**src/rtl/slp_pkg.sv**
```systemverilog
package slp_pkg;

  typedef enum logic [1:0] {
    ST_NORMAL  = 2'd0,
    ST_ENTER   = 2'd1,
    ST_SLEEP   = 2'd2,
    ST_RECOVER = 2'd3
  } slp_state_e;

  // larger of two window lengths
  function automatic int max_of(input int a, input int b);
    return (a > b) ? a : b;
  endfunction

  // bits needed to hold a down-counter starting at len-1
  function automatic int cnt_width(input int len);
    return (len <= 2) ? 1 : $clog2(len);
  endfunction

  // strobes may be accepted only in normal operation
  function automatic logic permits(input slp_state_e s);
    return s == ST_NORMAL;
  endfunction

endpackage

```
**src/rtl/slp_sync.sv**
```systemverilog
module slp_sync #(
  parameter int STAGES = 2
) (
  input  logic clk,
  input  logic rst_n,
  input  logic async_in,
  output logic sync_out
);
  logic [STAGES-1:0] chain_q;

  generate
    for (genvar i = 0; i < STAGES; i++) begin : g_stage
      if (i == 0) begin : g_first
        always_ff @(posedge clk or negedge rst_n) begin
          if (!rst_n) chain_q[0] <= 1'b0;
          else        chain_q[0] <= async_in;
        end
      end else begin : g_next
        always_ff @(posedge clk or negedge rst_n) begin
          if (!rst_n) chain_q[i] <= 1'b0;
          else        chain_q[i] <= chain_q[i-1];
        end
      end
    end
  endgenerate

  assign sync_out = chain_q[STAGES-1];

  // the output only follows a value the first flop held a cycle earlier
  sync_follow_chk: assert property (@(posedge clk) disable iff (!rst_n)
    (sync_out != $past(sync_out)) |-> (sync_out == $past(chain_q[STAGES-2])));
endmodule

```
**src/rtl/slp_fsm.sv**
```systemverilog
module slp_fsm
  import slp_pkg::*;
#(
  parameter int ENTRY_CYC = 2,
  parameter int RECOV_CYC = 2
) (
  input  logic       clk,
  input  logic       rst_n,
  input  logic       req_sync,
  output slp_state_e state,
  output logic       window_done
);
  localparam int CW = cnt_width(max_of(ENTRY_CYC, RECOV_CYC));
  localparam logic [CW-1:0] ENTRY_LOAD = CW'(ENTRY_CYC - 1);
  localparam logic [CW-1:0] RECOV_LOAD = CW'(RECOV_CYC - 1);

  slp_state_e    state_q, state_d;
  logic [CW-1:0] cnt_q, cnt_d;

  assign window_done = (cnt_q == '0);

  always_comb begin
    state_d = state_q;
    cnt_d   = cnt_q;
    unique case (state_q)
      ST_NORMAL: if (req_sync) begin
        state_d = ST_ENTER;
        cnt_d   = ENTRY_LOAD;
      end
      ST_ENTER: begin
        if (!req_sync) begin
          state_d = ST_RECOVER;
          cnt_d   = RECOV_LOAD;
        end else if (window_done) begin
          state_d = ST_SLEEP;
        end else begin
          cnt_d = cnt_q - 1'b1;
        end
      end
      ST_SLEEP: if (!req_sync) begin
        state_d = ST_RECOVER;
        cnt_d   = RECOV_LOAD;
      end
      ST_RECOVER: begin
        if (window_done) state_d = ST_NORMAL;
        else             cnt_d   = cnt_q - 1'b1;
      end
      default: state_d = ST_NORMAL;
    endcase
  end

  always_ff @(posedge clk or negedge rst_n) begin
    if (!rst_n) begin
      state_q <= ST_NORMAL;
      cnt_q   <= '0;
    end else begin
      state_q <= state_d;
      cnt_q   <= cnt_d;
    end
  end

  assign state = state_q;

  // sleep is reached only through the entry window
  sleep_via_entry_chk: assert property (@(posedge clk) disable iff (!rst_n)
    (state_q == ST_SLEEP) |-> ($past(state_q) == ST_ENTER || $past(state_q) == ST_SLEEP));

  // normal after recovery only once two recovery cycles have elapsed
  recover_len_chk: assert property (@(posedge clk) disable iff (!rst_n)
    ($past(state_q) == ST_RECOVER && state_q == ST_NORMAL) |-> ($past(state_q, 2) == ST_RECOVER));

  // a dropped request leaves entry or sleep for recovery
  drop_exit_chk: assert property (@(posedge clk) disable iff (!rst_n)
    ((state_q == ST_ENTER || state_q == ST_SLEEP) && !req_sync) |=> (state_q == ST_RECOVER));
endmodule

```
**src/rtl/slp_gate.sv**
```systemverilog
module slp_gate
  import slp_pkg::*;
(
  input  logic       clk,
  input  logic       rst_n,
  input  slp_state_e state,
  input  logic       oe_req,
  input  logic       strobe_p,
  input  logic       strobe_c,
  output logic       permit,
  output logic       strobe_p_ok,
  output logic       strobe_c_ok,
  output logic       drive_en,
  output logic       violation
);
  assign permit      = permits(state);
  assign strobe_p_ok = strobe_p & permit;
  assign strobe_c_ok = strobe_c & permit;
  assign drive_en    = oe_req & permit;
  assign violation   = (strobe_p | strobe_c) & ~permit;

  // no strobe is passed outside normal operation
  strobe_block_chk: assert property (@(posedge clk) disable iff (!rst_n)
    (state != ST_NORMAL) |-> !(strobe_p_ok || strobe_c_ok));

  // a flagged violation never coincides with a forwarded strobe
  err_exclusive_chk: assert property (@(posedge clk) disable iff (!rst_n)
    violation |-> !(strobe_p_ok || strobe_c_ok));

  // drivers stay off outside normal operation
  hiz_chk: assert property (@(posedge clk) disable iff (!rst_n)
    (state != ST_NORMAL) |-> !drive_en);
endmodule

```
**src/rtl/slp_ctrl.sv**
```systemverilog
module slp_ctrl
  import slp_pkg::*;
#(
  parameter int SYNC_STAGES = 2,
  parameter int ENTRY_CYC   = 2,
  parameter int RECOV_CYC   = 2
) (
  input  logic       clk,
  input  logic       rst_n,
  input  logic       sleep_req,
  input  logic       oe_req,
  input  logic       strobe_p,
  input  logic       strobe_c,
  output logic [1:0] sleep_state,
  output logic       asleep,
  output logic       strobe_permit,
  output logic       strobe_p_ok,
  output logic       strobe_c_ok,
  output logic       data_drive_en,
  output logic       strobe_err
);
  logic       req_sync;
  slp_state_e state;
  logic       window_done;

  slp_sync #(.STAGES(SYNC_STAGES)) u_sync (
    .clk(clk), .rst_n(rst_n), .async_in(sleep_req), .sync_out(req_sync)
  );

  slp_fsm #(.ENTRY_CYC(ENTRY_CYC), .RECOV_CYC(RECOV_CYC)) u_fsm (
    .clk(clk), .rst_n(rst_n), .req_sync(req_sync),
    .state(state), .window_done(window_done)
  );

  slp_gate u_gate (
    .clk(clk), .rst_n(rst_n), .state(state), .oe_req(oe_req),
    .strobe_p(strobe_p), .strobe_c(strobe_c),
    .permit(strobe_permit), .strobe_p_ok(strobe_p_ok),
    .strobe_c_ok(strobe_c_ok), .drive_en(data_drive_en),
    .violation(strobe_err)
  );

  assign sleep_state = state;
  assign asleep      = (state == ST_SLEEP);

  // permit and the sleep flag are never high together
  permit_asleep_chk: assert property (@(posedge clk) disable iff (!rst_n)
    !(strobe_permit && asleep));

  // the window counter has expired on entry into sleep
  entry_window_chk: assert property (@(posedge clk) disable iff (!rst_n)
    ($rose(asleep)) |-> $past(window_done));
endmodule

```
**config.mk**
```make
export PLATFORM = sky130hd
export DESIGN_NAME = slp_ctrl
export DESIGN_NICKNAME = d
export VERILOG_FILES = /design/src/rtl/slp_pkg.sv /design/src/rtl/slp_sync.sv /design/src/rtl/slp_fsm.sv /design/src/rtl/slp_gate.sv /design/src/rtl/slp_ctrl.sv
export SDC_FILE = /design/constraint.sdc
export NUM_CORES = 1
export LEC_CHECK = 0
export BUFFER_PORTS_ARGS = -buffer_cell sky130_fd_sc_hd__buf_2
export CAP_MARGIN = 20
export CORE_AREA = 4 4 41 43
export DETAILED_ROUTE_END_ITERATION = 10
export DIE_AREA = 0 0 45 47
export GPL_TIMING_DRIVEN = 1
export PLACE_DENSITY_LB_ADDON = 0.3
export SYNTH_ARGS = -nofsm -noshare
export SYNTH_HDL_FRONTEND = slang
export SYNTH_SLANG_ARGS = --single-unit
```
**constraint.sdc**
```tcl
create_clock -name clk -period 1.5 [get_ports clk]
set_input_delay 0.15 -clock clk [delete_from_list [all_inputs] [get_ports clk]]
set_output_delay 0.15 -clock clk [all_outputs]
set_load 0.01 [all_outputs]
```
==> out/metrics.cfg <==
[run_status]
status=complete, but fails checks
violations=negative setup slack

[routing]
wirelength_um=766
drt_iter0_markers=6
wl_per_cell_um=10.64
route.detailed.drc=0
ant_nets=0
vias=322
vias_per_cell=4.472
drt_first_pass_iters=2

[synth]
synth_top_area_share_pct=40.16
yosysWarnings=0
synth_area_leaders=dfrtp_1, ha_1, and2_1
synth_edf_count=0
netlist_top_cells_count=dfrtp_1, nor2_1, ha_1, inv_1, and2_1
postSynth.asyncResetShare_pct=100.0
syn-num-nets=42
avgSynthCellArea_um2=9.736
syn-cell-area_um2=311.5
ys_seq_elements=5
synthDistinctLibCells=15
synth_top_area_cell=dfrtp_1
seq_area_frac_synth_pct=40.16
synth_ff_type=dfrtp_1
synthCells=32

[global_route]
grt_busiest_layer=met2
grt_max_degree=9
grt_usage_pct=8.651
grt_pass1_wl_um=1193
met1_usage_pct=10.37
grt_pass1_vias=276
use_met2_pct=11.02
grt_util_met3_pct=2.682
grt_antenna_before_repair=0
overflow=0

[critical_path]
slowest_delay_ns=0.45
crit-reg2reg-launch=u_fsm.state[0]$_DFFE_PN0P_
worstPathArrival_ns=1.70
crit_buf_inv=1
crit_type=reg -> reg
worstSetupStartpointType=flop
critPathRequiredTime_ns=1.63
crit_chain=buf_4, ha_2, a221o_1, mux2_4
path_max_fanout=4
cp-startpoint=u_fsm.state[0]$_DFFE_PN0P_
crit_family=flip-flops
slowest_stage=dfrtp_2
endpoint_kind=flop

[pwr]
switching_power_uw=474.9
power.internal_uw=720.4
ir_drop_uv=988.9
clkPwrFrac_pct=13.5
seqPwrFrac_pct=22.3
power_frac_comb_pct=64.3
powerDensity_nw_per_um2=2217
leakage_uw=0.0002653
swShare_pct=39.73

[floorplanning]
row_count=13
initial_core_util_pct=23.94
coreArea_um2=1301
die_h_um=47
die_area_um2=2115
die_w_um=45
ioPinCount=14

[clock_network]
htreeDepth=1
clkTransAtPathRegs_ns=0.05
cts.path.max_buffers=2
clock_latency_ns=0.25
clock_sinks=5
cts_made_buffers=3
cts-root-buf=clkbuf_4
tritoncts=done

[timing]
setup_viol=1
worst_slew_pin_slew_ns=0.2081
layout_min_cycle_time_ns=1.568
slew_violations=0
finalCritPeriodShare_pct=104.5
fmaxAchievable_mhz=637.9
layout_setup_ws_ns=-0.06754
holdWs_ns=0.01223
relSlewSlack_pct=86.13
rsz0062_at_grt=true
clock_skew_ns=0.005675
finalHoldViolCount=0

[place]
dp_hpwl_um=560.6
place_inst=65
routabilityCongestion=0.8324
placement.io_buffers=13

[finish]
fin_cells=72
final_nets=68
diodes=0
area_growth_pct=73.09
drive_gt1_share_pct=56.14

[run]
max_cap_violations=0

[worst_hold_path]
hold_path.class=in -> reg
hp-start=sleep_req

-- stage by stage --
stage	power, uW	cell area, um2	TNS [ns]	util (%)	setup slack [ns]
after floorplan	698.5	341.6	-0.09514	-	-0.09514
after global placement	932.1	462.9	-0.05639	35.58	-0.05639
after detailed placement	935.0	462.9	-0.07657	35.58	-0.07657
after CTS	1180	530.5	-0.08736	40.77	-0.08736
after global routing	1307	539.3	-0.1425	41.44	-0.1080
final	1195	539.3	-0.06754	41.44	-0.06754
-- layout make-up --
class / count / area [um2]
well taps: 15 / 18.77
flip-flops and latches: 5 / 127.6
multi-input cells: 23 / 211.5
clock buffers: 4 / 26.28
repair buffers: 21 / 135.1
fillers: 134 / 762.0
inverters: 4 / 20.02
-- timing repair --
| action | 4_1_cts | 5_1_grt |
|---|---|---|
| setup endpoints to repair | 1 | 6 |
| hold buffers | 1 | 0 |
| hold endpoints to repair | 5 | 0 |
| gates resized for setup | 3 | 3 |
| pin swaps | 3 | 1 |
| setup buffers | 2 | 0 |
-- cells in the final DEF, fill, tap and decap left out, drive strengths merged --
master and instances:
buf 20, nor2 5, dfrtp 5, ha 4, clkbuf 4, inv 4, and2 3, o21ai 2
a21o 1, nor2b 1, a221o 1, mux2 1, a21oi 1, mux2i 1, a31oi 1, o22ai 1
a22oi 1, dlygate4sd3 1
-- layer usage --
layer | up-vias | part of all wire, %
met3 | 4 | 11
li1 | 161 | -
met5 | - | 0
met2 | 15 | 41
met1 | 142 | 43
met4 | 0 | 4.4
-- power by group through the flow --
| stage | combinational [uW] | sequential, uW | clock, uW |
|---|---|---|---|
| floorplan | 433 | 266 | 0 |
| global placement | 679 | 253 | 0 |
| detailed placement | 679 | 256 | 0 |
| CTS | 754 | 260 | 166 |
| global route | 858 | 274 | 176 |
| finish | 768 | 266 | 161 |
-- worst paths after layout --
| path | end | cells past startpoint | slack (ns) |
|---|---|---|---|
| worst min register to register | u_sync.sync_out$_DFF_PN0_ | 0 | 0.34 |
| worst min-delay path | u_sync.chain_q[0]$_DFF_PN0_ | 1 | 0.01 |
| min in group asynchronous | u_fsm.state[0]$_DFFE_PN0P_ | 2 | 0.24 |
| worst max-delay path | u_fsm.state[1]$_DFFE_PN0P_ | 4 | -0.07 |
| max in group asynchronous | u_fsm.state[1]$_DFFE_PN0P_ | 2 | 1.11 |
| worst max register to register | u_fsm.state[1]$_DFFE_PN0P_ | 4 | -0.07 |
-- cells by family (layout without fill, tap and decap cells) --
group                    after synthesis  after routing  synth area share [%]
adder cells (fa/ha/maj)                4              4                 16.06
buffers and inverters                  4             29                 4.818
AND/OR/NAND/NOR                        9              9                 14.06
flip-flops                             5              5                 40.16
AO/OA/AOI/OAI                          8              8                 16.87
multiplexers                           2              2                 8.031
-- worst register-to-register path: stages (launching register included) --
cell     delay, ns
dfrtp_2       0.45
buf_4         0.15
ha_2          0.18
a221o_1       0.36
mux2_4        0.31
-- sequential cells by signal (all words and copies together), names as in the netlist --
register         cells
u_sync.sync_out      1
u_fsm.state          2
u_fsm.cnt_q          1
u_sync.chain_q       1
Note: power is estimated with default switching activity, not from simulation.
